`src/rtl/ladder_pkg.sv`:
```
package ladder_pkg;
   localparam int SLOT_W = 6;
   typedef logic [SLOT_W-1:0] slot_t;

   typedef enum logic [2:0] {
      OP_MOVE = 3'd0,
      OP_ADD  = 3'd1,
      OP_SUB  = 3'd2,
      OP_MUL  = 3'd3,
      OP_INV  = 3'd4
   } opcode_e;

   typedef enum logic [2:0] {
      PH_IDLE, PH_INIT, PH_LOOP, PH_FIN, PH_DONE
   } phase_e;

   typedef struct packed {
      opcode_e code;
      slot_t   a;
      slot_t   b;
      slot_t   d;
      slot_t   d2;
   } uop_t;

   localparam slot_t S_ZERO = 6'd0;
   localparam slot_t S_ONE  = 6'd1;
   localparam slot_t S_GX   = 6'd2;
   localparam slot_t S_GY   = 6'd3;
   localparam slot_t S_GT   = 6'd4;
   localparam slot_t S_P0   = 6'd5;
   localparam slot_t S_P1   = 6'd9;
   localparam slot_t S_SS   = 6'd13;
   localparam slot_t S_TT   = 6'd17;
   localparam slot_t S_UU   = 6'd21;
   localparam slot_t S_VV   = 6'd25;
   localparam slot_t W_A    = 6'd29;
   localparam slot_t W_B    = 6'd30;
   localparam slot_t W_C    = 6'd31;
   localparam slot_t W_D    = 6'd32;
   localparam slot_t W_E    = 6'd33;
   localparam slot_t W_F    = 6'd34;
   localparam slot_t W_G    = 6'd35;
   localparam slot_t W_H    = 6'd36;
   localparam slot_t W_I    = 6'd37;
   localparam slot_t W_J    = 6'd38;
   localparam slot_t S_INV  = 6'd39;

   localparam int INIT_LEN = 8;
   localparam int LOOP_LEN = 42;
   localparam int FIN_LEN  = 2;
endpackage

```
`src/rtl/ladder_key.sv`:
```
module ladder_key #(
   parameter int WORD_W    = 32,
   parameter int NUM_WORDS = 8,
   parameter bit CLAMP_EN  = 1'b1,
   localparam int KEY_W = WORD_W * NUM_WORDS,
   localparam int BIT_W = $clog2(WORD_W),
   localparam int WRD_W = $clog2(NUM_WORDS)
) (
   input  logic             clk,
   input  logic             rst_n,
   input  logic             load,
   input  logic             step,
   input  logic [KEY_W-1:0] key_in,
   output logic             key_bit,
   output logic             last_bit
);
   initial begin
      assert (KEY_W >= 8) else $error("key too narrow");
      assert (WORD_W == (1 << BIT_W)) else $error("WORD_W must be a power of two");
      assert (NUM_WORDS == (1 << WRD_W)) else $error("NUM_WORDS must be a power of two");
   end

   logic [KEY_W-1:0] clamped;
   logic [KEY_W-1:0] key_q;
   logic [BIT_W-1:0] bit_q;
   logic [WRD_W-1:0] wrd_q;

   generate
      if (CLAMP_EN) begin : g_clamp
         always_comb begin
            clamped            = key_in;
            clamped[2:0]       = 3'b000;
            clamped[KEY_W-1]   = 1'b0;
            clamped[KEY_W-2]   = 1'b1;
         end
      end else begin : g_raw
         assign clamped = key_in;
      end
   endgenerate

   always_ff @(posedge clk or negedge rst_n) begin
      if (!rst_n) begin
         key_q <= '0;
         bit_q <= '0;
         wrd_q <= '0;
      end else if (load) begin
         key_q <= clamped;
         bit_q <= '0;
         wrd_q <= '0;
      end else if (step) begin
         bit_q <= bit_q + 1'b1;
         if (bit_q == BIT_W'(WORD_W - 1))
            wrd_q <= wrd_q + 1'b1;
      end
   end

   logic [WORD_W-1:0] cur_word;
   assign cur_word = key_q[wrd_q*WORD_W +: WORD_W];
   assign key_bit  = cur_word[bit_q];
   assign last_bit = (bit_q == BIT_W'(WORD_W - 1)) && (wrd_q == WRD_W'(NUM_WORDS - 1));
endmodule

```
`src/rtl/ladder_urom.sv`:
```
module ladder_urom
   import ladder_pkg::*;
(
   input  phase_e     phase,
   input  logic [5:0] pc,
   input  logic       key_bit,
   output uop_t       uop
);
   function automatic uop_t mk(opcode_e c, slot_t a, slot_t b, slot_t d, slot_t d2);
      uop_t u;
      u.code = c; u.a = a; u.b = b; u.d = d; u.d2 = d2;
      return u;
   endfunction

   function automatic uop_t ar(opcode_e c, slot_t a, slot_t b, slot_t d);
      return mk(c, a, b, d, d);
   endfunction

   slot_t src_cp, dst_cp, cm_base;
   logic  from_p1;

   always_comb begin
      from_p1 = pc[2];
      src_cp  = (from_p1 ? S_P1 : S_P0) + slot_t'(pc[1:0]);
      dst_cp  = ((from_p1 ^ key_bit) ? S_UU : S_VV) + slot_t'(pc[1:0]);
      cm_base = key_bit ? S_P0 : S_P1;
   end

   always_comb begin
      uop = ar(OP_MOVE, S_ZERO, S_ZERO, S_ZERO);
      unique case (phase)
         PH_INIT: begin
            unique case (pc[2:0])
               3'd0: uop = ar(OP_MOVE, S_ZERO, S_ZERO, S_P0);
               3'd1: uop = ar(OP_MOVE, S_ONE,  S_ONE,  S_P0 + 6'd1);
               3'd2: uop = ar(OP_MOVE, S_ONE,  S_ONE,  S_P0 + 6'd2);
               3'd3: uop = ar(OP_MOVE, S_ZERO, S_ZERO, S_P0 + 6'd3);
               3'd4: uop = ar(OP_MOVE, S_GX,   S_GX,   S_P1);
               3'd5: uop = ar(OP_MOVE, S_GY,   S_GY,   S_P1 + 6'd1);
               3'd6: uop = ar(OP_MOVE, S_ONE,  S_ONE,  S_P1 + 6'd2);
               default: uop = ar(OP_MOVE, S_GT, S_GT,  S_P1 + 6'd3);
            endcase
         end
         PH_LOOP: begin
            if (pc < 6'd8) uop = ar(OP_MOVE, src_cp, src_cp, dst_cp);
            else begin
               unique case (pc)
                  // doubling U -> S
                  6'd8:  uop = ar(OP_MUL, S_UU,       S_UU,       W_A);
                  6'd9:  uop = ar(OP_MUL, S_UU + 6'd1, S_UU + 6'd1, W_B);
                  6'd10: uop = ar(OP_MUL, S_UU + 6'd2, S_UU + 6'd2, W_I);
                  6'd11: uop = ar(OP_ADD, W_I, W_I, W_C);
                  6'd12: uop = ar(OP_ADD, S_UU, S_UU + 6'd1, W_I);
                  6'd13: uop = ar(OP_MUL, W_I, W_I, W_D);
                  6'd14: uop = ar(OP_ADD, W_A, W_B, W_H);
                  6'd15: uop = ar(OP_SUB, W_H, W_D, W_E);
                  6'd16: uop = ar(OP_SUB, W_A, W_B, W_G);
                  6'd17: uop = ar(OP_ADD, W_C, W_G, W_F);
                  6'd18: uop = ar(OP_MUL, W_E, W_F, S_SS);
                  6'd19: uop = ar(OP_MUL, W_G, W_H, S_SS + 6'd1);
                  6'd20: uop = ar(OP_MUL, W_E, W_H, S_SS + 6'd3);
                  6'd21: uop = ar(OP_MUL, W_F, W_G, S_SS + 6'd2);
                  // addition S + V -> T
                  6'd22: uop = ar(OP_SUB, S_SS + 6'd1, S_SS, W_I);
                  6'd23: uop = ar(OP_ADD, S_VV + 6'd1, S_VV, W_J);
                  6'd24: uop = ar(OP_MUL, W_I, W_J, W_A);
                  6'd25: uop = ar(OP_ADD, S_SS + 6'd1, S_SS, W_I);
                  6'd26: uop = ar(OP_SUB, S_VV + 6'd1, S_VV, W_J);
                  6'd27: uop = ar(OP_MUL, W_I, W_J, W_B);
                  6'd28: uop = ar(OP_MUL, S_SS + 6'd2, S_VV + 6'd3, W_I);
                  6'd29: uop = ar(OP_ADD, W_I, W_I, W_C);
                  6'd30: uop = ar(OP_MUL, S_SS + 6'd3, S_VV + 6'd2, W_I);
                  6'd31: uop = ar(OP_ADD, W_I, W_I, W_D);
                  6'd32: uop = ar(OP_ADD, W_C, W_D, W_E);
                  6'd33: uop = ar(OP_SUB, W_B, W_A, W_F);
                  6'd34: uop = ar(OP_ADD, W_B, W_A, W_G);
                  6'd35: uop = ar(OP_SUB, W_D, W_C, W_H);
                  6'd36: uop = ar(OP_MUL, W_E, W_F, S_TT);
                  6'd37: uop = ar(OP_MUL, W_G, W_H, S_TT + 6'd1);
                  6'd38: uop = ar(OP_MUL, W_E, W_H, S_TT + 6'd3);
                  6'd39: uop = ar(OP_MUL, W_F, W_G, S_TT + 6'd2);
                  6'd40: uop = mk(OP_MOVE, S_TT, S_TT + 6'd1, cm_base, cm_base + 6'd1);
                  default: uop = mk(OP_MOVE, S_TT + 6'd2, S_TT + 6'd3, cm_base + 6'd2, cm_base + 6'd3);
               endcase
            end
         end
         PH_FIN: begin
            if (pc[0]) uop = ar(OP_INV, S_INV, S_INV, S_INV);
            else       uop = ar(OP_MOVE, S_P0 + 6'd2, S_P0 + 6'd2, S_INV);
         end
         default: uop = ar(OP_MOVE, S_ZERO, S_ZERO, S_ZERO);
      endcase
   end
endmodule

```
`src/rtl/ladder_fsm.sv`:
```
module ladder_fsm
   import ladder_pkg::*;
(
   input  logic       clk,
   input  logic       rst_n,
   input  logic       start,
   input  logic       done,
   input  logic       last_bit,
   output phase_e     phase,
   output logic [5:0] pc,
   output logic       load,
   output logic       step,
   output logic       req,
   output logic       busy,
   output logic       ready
);
   phase_e     ph_q;
   logic [5:0] pc_q;
   logic       adv;
   logic       pc_end;

   assign req  = (ph_q == PH_INIT) || (ph_q == PH_LOOP) || (ph_q == PH_FIN);
   assign adv  = req && done;
   assign load = (ph_q == PH_IDLE) && start;

   always_comb begin
      unique case (ph_q)
         PH_INIT: pc_end = (pc_q == 6'(INIT_LEN - 1));
         PH_LOOP: pc_end = (pc_q == 6'(LOOP_LEN - 1));
         PH_FIN:  pc_end = (pc_q == 6'(FIN_LEN - 1));
         default: pc_end = 1'b0;
      endcase
   end

   assign step = adv && (ph_q == PH_LOOP) && pc_end;

   always_ff @(posedge clk or negedge rst_n) begin
      if (!rst_n) begin
         ph_q <= PH_IDLE;
         pc_q <= '0;
      end else begin
         unique case (ph_q)
            PH_IDLE: if (start) begin
               ph_q <= PH_INIT;
               pc_q <= '0;
            end
            PH_INIT, PH_LOOP, PH_FIN: if (adv) begin
               if (pc_end) begin
                  pc_q <= '0;
                  if (ph_q == PH_INIT)      ph_q <= PH_LOOP;
                  else if (ph_q == PH_FIN)  ph_q <= PH_DONE;
                  else if (last_bit)        ph_q <= PH_FIN;
               end else begin
                  pc_q <= pc_q + 6'd1;
               end
            end
            default: ph_q <= PH_IDLE;
         endcase
      end
   end

   assign phase = ph_q;
   assign pc    = pc_q;
   assign busy  = req;
   assign ready = (ph_q == PH_DONE);
endmodule

```
`src/rtl/ladder_seq.sv`:
```
module ladder_seq
   import ladder_pkg::*;
#(
   parameter int WORD_W    = 32,
   parameter int NUM_WORDS = 8,
   parameter bit CLAMP_EN  = 1'b1,
   localparam int KEY_W = WORD_W * NUM_WORDS
) (
   input  logic             clk,
   input  logic             rst_n,
   input  logic             start,
   input  logic [KEY_W-1:0] scalar,
   output logic             busy,
   output logic             ready,
   output logic             uop_req,
   output logic [2:0]       uop_code,
   output logic [5:0]       uop_src_a,
   output logic [5:0]       uop_src_b,
   output logic [5:0]       uop_dst_a,
   output logic [5:0]       uop_dst_b,
   input  logic             uop_done
);
   phase_e     phase;
   logic [5:0] pc;
   logic       load, step, key_bit, last_bit;
   uop_t       uop;

   ladder_key #(.WORD_W(WORD_W), .NUM_WORDS(NUM_WORDS), .CLAMP_EN(CLAMP_EN)) u_key (
      .clk(clk), .rst_n(rst_n), .load(load), .step(step),
      .key_in(scalar), .key_bit(key_bit), .last_bit(last_bit)
   );

   ladder_fsm u_fsm (
      .clk(clk), .rst_n(rst_n), .start(start), .done(uop_done),
      .last_bit(last_bit), .phase(phase), .pc(pc), .load(load),
      .step(step), .req(uop_req), .busy(busy), .ready(ready)
   );

   ladder_urom u_rom (.phase(phase), .pc(pc), .key_bit(key_bit), .uop(uop));

   assign uop_code  = uop.code;
   assign uop_src_a = uop.a;
   assign uop_src_b = uop.b;
   assign uop_dst_a = uop.d;
   assign uop_dst_b = uop.d2;
endmodule

```
`config.mk`:
```
export PLATFORM = sky130hd
export DESIGN_NAME = ladder_seq
export DESIGN_NICKNAME = d
export VERILOG_FILES = /design/src/rtl/ladder_pkg.sv /design/src/rtl/ladder_key.sv /design/src/rtl/ladder_urom.sv /design/src/rtl/ladder_fsm.sv /design/src/rtl/ladder_seq.sv
export SDC_FILE = /design/constraint.sdc
export NUM_CORES = 1
export LEC_CHECK = 0
export BUFFER_PORTS_ARGS = -buffer_cell sky130_fd_sc_hd__buf_2
export CAP_MARGIN = 5
export CORE_UTILIZATION = 40
export DETAILED_ROUTE_END_ITERATION = 8
export PLACE_DENSITY = 0.73
export SETUP_SLACK_MARGIN = 0.5
export SLEW_MARGIN = 40
export SYNTH_ARGS = -nofsm -noshare
export SYNTH_HDL_FRONTEND = slang
export SYNTH_SLANG_ARGS = --single-unit
```
`constraint.sdc`:
```
create_clock -name clk -period 4.2 [get_ports clk]
set_input_delay 0.63 -clock clk [delete_from_list [all_inputs] [get_ports clk]]
set_output_delay 0.63 -clock clk [all_outputs]
set_load 0.1 [all_outputs]
```
==> impl_metrics.tcl <==
set metrics [dict create \
    outcome "finished with violations" \
    violations "negative setup slack" \
    drt_iter0_drc 568 \
    slew_violations 0 \
    swShare 0.398 \
    synthDistinctLibCells 71 \
    portBuffers 284 \
    rr_worst_depth 9 \
    die_x_um 190 \
    min_path_type "input pin to register" \
    drc_errors 0 \
    netlist_top_cells_area "dfrtp_1, mux2_2, mux4_2, mux4_1, mux2i_1" \
    synth.avg_cell_area_um2 12.6 \
    post_drt_via_cell_ratio 5.52 \
    synth_edf_count 0 \
    crit_slowest_cell "mux4_2" \
    met1_length_um 17000 \
    maxCapViolations 0 \
    hold_violations 0 \
    p_leak_nw 8.38 \
    fin_skew_ps 23.3 \
    crit_chain "buf_12 > mux4_2 > mux4_2 > o2111ai_4 > a211oi_2 > nor4b_4 > buf_4 > inv_2 > ha_4 > a2111oi_4 > nand2_1 > nor3_2 > buf_4 > o41ai_4 > buf_6" \
    wl_met3_um 3010 \
    clock_path_buffers 3 \
    placed_area_um2 17100 \
    num_rows 68 \
    fin_nets 1785 \
    syn_inst 1123 \
    synth.most_common_cell "dfrtp_1" \
    min_period_ps 4710 \
    nFillCells 2883 \
    grt_pass1_wl_um 65600 \
    power_frac_seq 0.294 \
    syn_area_um2 14200 \
    power.switching_mw 6.12 \
    dr_wl_met2_um 20900 \
    cp-end-kind "output port" \
    grt_usage 0.233 \
    setup_violations 4 \
    power_density_nw_per_um2 792 \
    synth_top_area_frac 0.474 \
    root_buffer "clkbuf_16" \
    io_pins 290 \
    gp_congestion 0.933 \
    clock.fmax_ghz 0.212 \
    crit_path_max_incr_delay_ps 540 \
    drive_gt1_frac 0.604 \
    routed.top_layer "met5" \
    cts.clk_slew.worst_paths_ps 70 \
    final_area_um2 19400 \
    irDropWorstVdd_v 0.000917 \
    dpl.cell_count 1891 \
    antenna_found_initial 16 \
    finalCritPeriodShare 1.12 \
    h-tree-depth 1 \
    endpoint "uop_dst_a[2]" \
    yosys_warnings 0 \
    cp_max_fo 5 \
    final_core_util 0.559 \
    setup_slack_ps -507 \
    cp.arrival_ps 4080 \
    wl_per_cell_um 21.1 \
    holdWs_ps 298 \
    overflow 0 \
    ys_ff_latch 269 \
    dpl.hpwl_um 31000 \
    synthFlopType "dfrtp_1" \
    core_um2 34700 \
    multiInputGateArea_um2 7710 \
    grt_setup_unrepaired "yes" \
    tightest_slew_ps 831 \
    synth_top_cell_by_area "dfrtp_1" \
    die-area_um2 36300 \
    combPwrFrac 0.543 \
    rrSetupSlack_ps 1190 \
    crit_start "u_key.wrd_q[0]" \
    die_h_um 190 \
    area_growth_pct 36.6 \
    firstDrtPassIters 5 \
    p_int_mw 9.23 \
    start_util 0.409 \
    finalWirelength_um 42200 \
    p_clk_frac 0.163 \
    via_count 11000 \
    grt_max_degree 98 \
    clk_latency_ps 550 \
    drtAntennaViolNets 0 \
    cts_sinks 269 \
    dp_slack_ps -319 \
    r2r_end "u_key.wrd_q[0]" \
    cts_tree "done" \
    grt_pass1_vias 11700 \
    crit_type "register to output port" \
    stdcell_count 1999 \
    yosys-top-cells-count "dfrtp_1, mux2_2, clkbuf_1, nor2_1, nand2_1" \
    synth_nets 1394 \
    required_ps 3570 \
    yosysSeqAreaShare 0.474 \
    slew_headroom 0.439 \
    cp-start-kind "register" \
    r2r_start "u_fsm.phase[1]" \
    seqCellArea_um2 6750 \
    cts_made_buffers 28 \
    async_flop_share 1.00 \
]
-- worst min path at each step --
| stage | from | end | cells after the start |
|---|---|---|---|
| after floorplan | rst_n | u_fsm.pc[0] | 0 |
| after global placement | u_key.key_q[254] | u_key.key_q[254] | 1 |
| after detailed placement | u_key.key_q[254] | u_key.key_q[254] | 1 |
| after CTS | scalar[190] | u_key.key_q[190] | 2 |
| after global routing | scalar[190] | u_key.key_q[190] | 2 |
| final | scalar[15] | u_key.key_q[15] | 2 |
-- registers in the layout, indices dropped and copies added (netlist names) --
register / count
u_fsm.phase: 3
u_fsm.pc: 6
u_key.wrd_q: 3
u_key.bit_q: 5
u_key.key_q: 252
-- area by class of cell --
type / instances / area share
Clock buffer: 33 / 0.0387
Multi-Input combinational cell: 747 / 0.398
Timing Repair Buffer: 453 / 0.172
Tap cell: 455 / 0.0294
Inverter: 15 / 0.00355
Sequential cell: 269 / 0.348
Antenna cell: 8 / 0.00103
Clock inverter: 19 / 0.00974
-- power groups by stage --
stage / Sequential (mW) / Clock (mW) / Combinational, mW
global placement: 4.47 / 0 / 6.86
floorplan: 4.22 / 0 / 5.03
detailed placement: 4.54 / 0 / 6.95
finish: 4.51 / 2.50 / 8.34
global route: 4.65 / 2.67 / 8.79
CTS: 4.50 / 2.56 / 7.78
-- cell usage in the layout (no fill, tap or decap), types with 6 or more instances in the layout --
cell type and count:
o21ai_1 6, a21oi_1 28, nor3_1 12, a21oi_2 6
ha_4 7, buf_2 259, dfrtp_1 260, nand2_1 44
nor3b_1 6, nor2b_1 15, mux2_2 259, mux4_2 44
o22ai_1 11, buf_6 36, o21ai_0 24, buf_12 29
clkinv_2 6, nor2_4 8, nor2_1 46, dfrtp_2 7
buf_4 118, nand3_1 13, o21ai_2 9, nand3b_1 7
inv_1 10, buf_8 6, mux4_1 15, diode_2 8
mux2i_1 22, nand2b_1 11, clkbuf_16 29, a22oi_1 8
-- per-stage QoR --
step	power, mW	TNS (ps)
4_1_cts	14.8	-2130
5_1_grt	16.1	-2570
6_report	15.4	-1850
2_1_floorplan	9.25	-88.6
3_3_place_gp	11.3	-886
3_5_place_dp	11.5	-753
-- routing by layer --
metal | up-vias | GRT usage
met4 | 18 | 0.0658
met3 | 106 | 0.0512
li1 | 4992 | -
met2 | 375 | 0.396
met1 | 5549 | 0.298
met5 | - | 0
-- kinds of logic (layout without fill, tap and decap cells) --
logic type,Yosys count,count (layout),share of synthesized area
adders and majority gates,11,11,0.00969
DFF,269,269,0.474
and+or+nand+nor,229,229,0.0857
other,0,8,0
xor gates and xnor gates,7,7,0.00432
buffers and inverters,107,520,0.0349
AOI/OAI and AO/OA,159,159,0.0722
muxes,341,341,0.319
-- critical path: cells and delay by family, from the launching register on --
family          cells  cell delay (ps)
compound gates      4              590
fa+ha+maj           1              160
buf+inv             5              740
flops               1              520
mux                 2             1040
simple gates        3              490
-- what timing repair did --
action / in CTS / in global routing
buffers inserted: 27 / 18
gates resized for setup: 132 / 78
hold buffers: 1 / 0
hold endpoints to repair: 39 / 0
cloned: 0 / 1
endpoints found under the setup margin: 25 / 24
pin swaps: 34 / 34
Note: power is estimated with default switching activity, not from simulation.
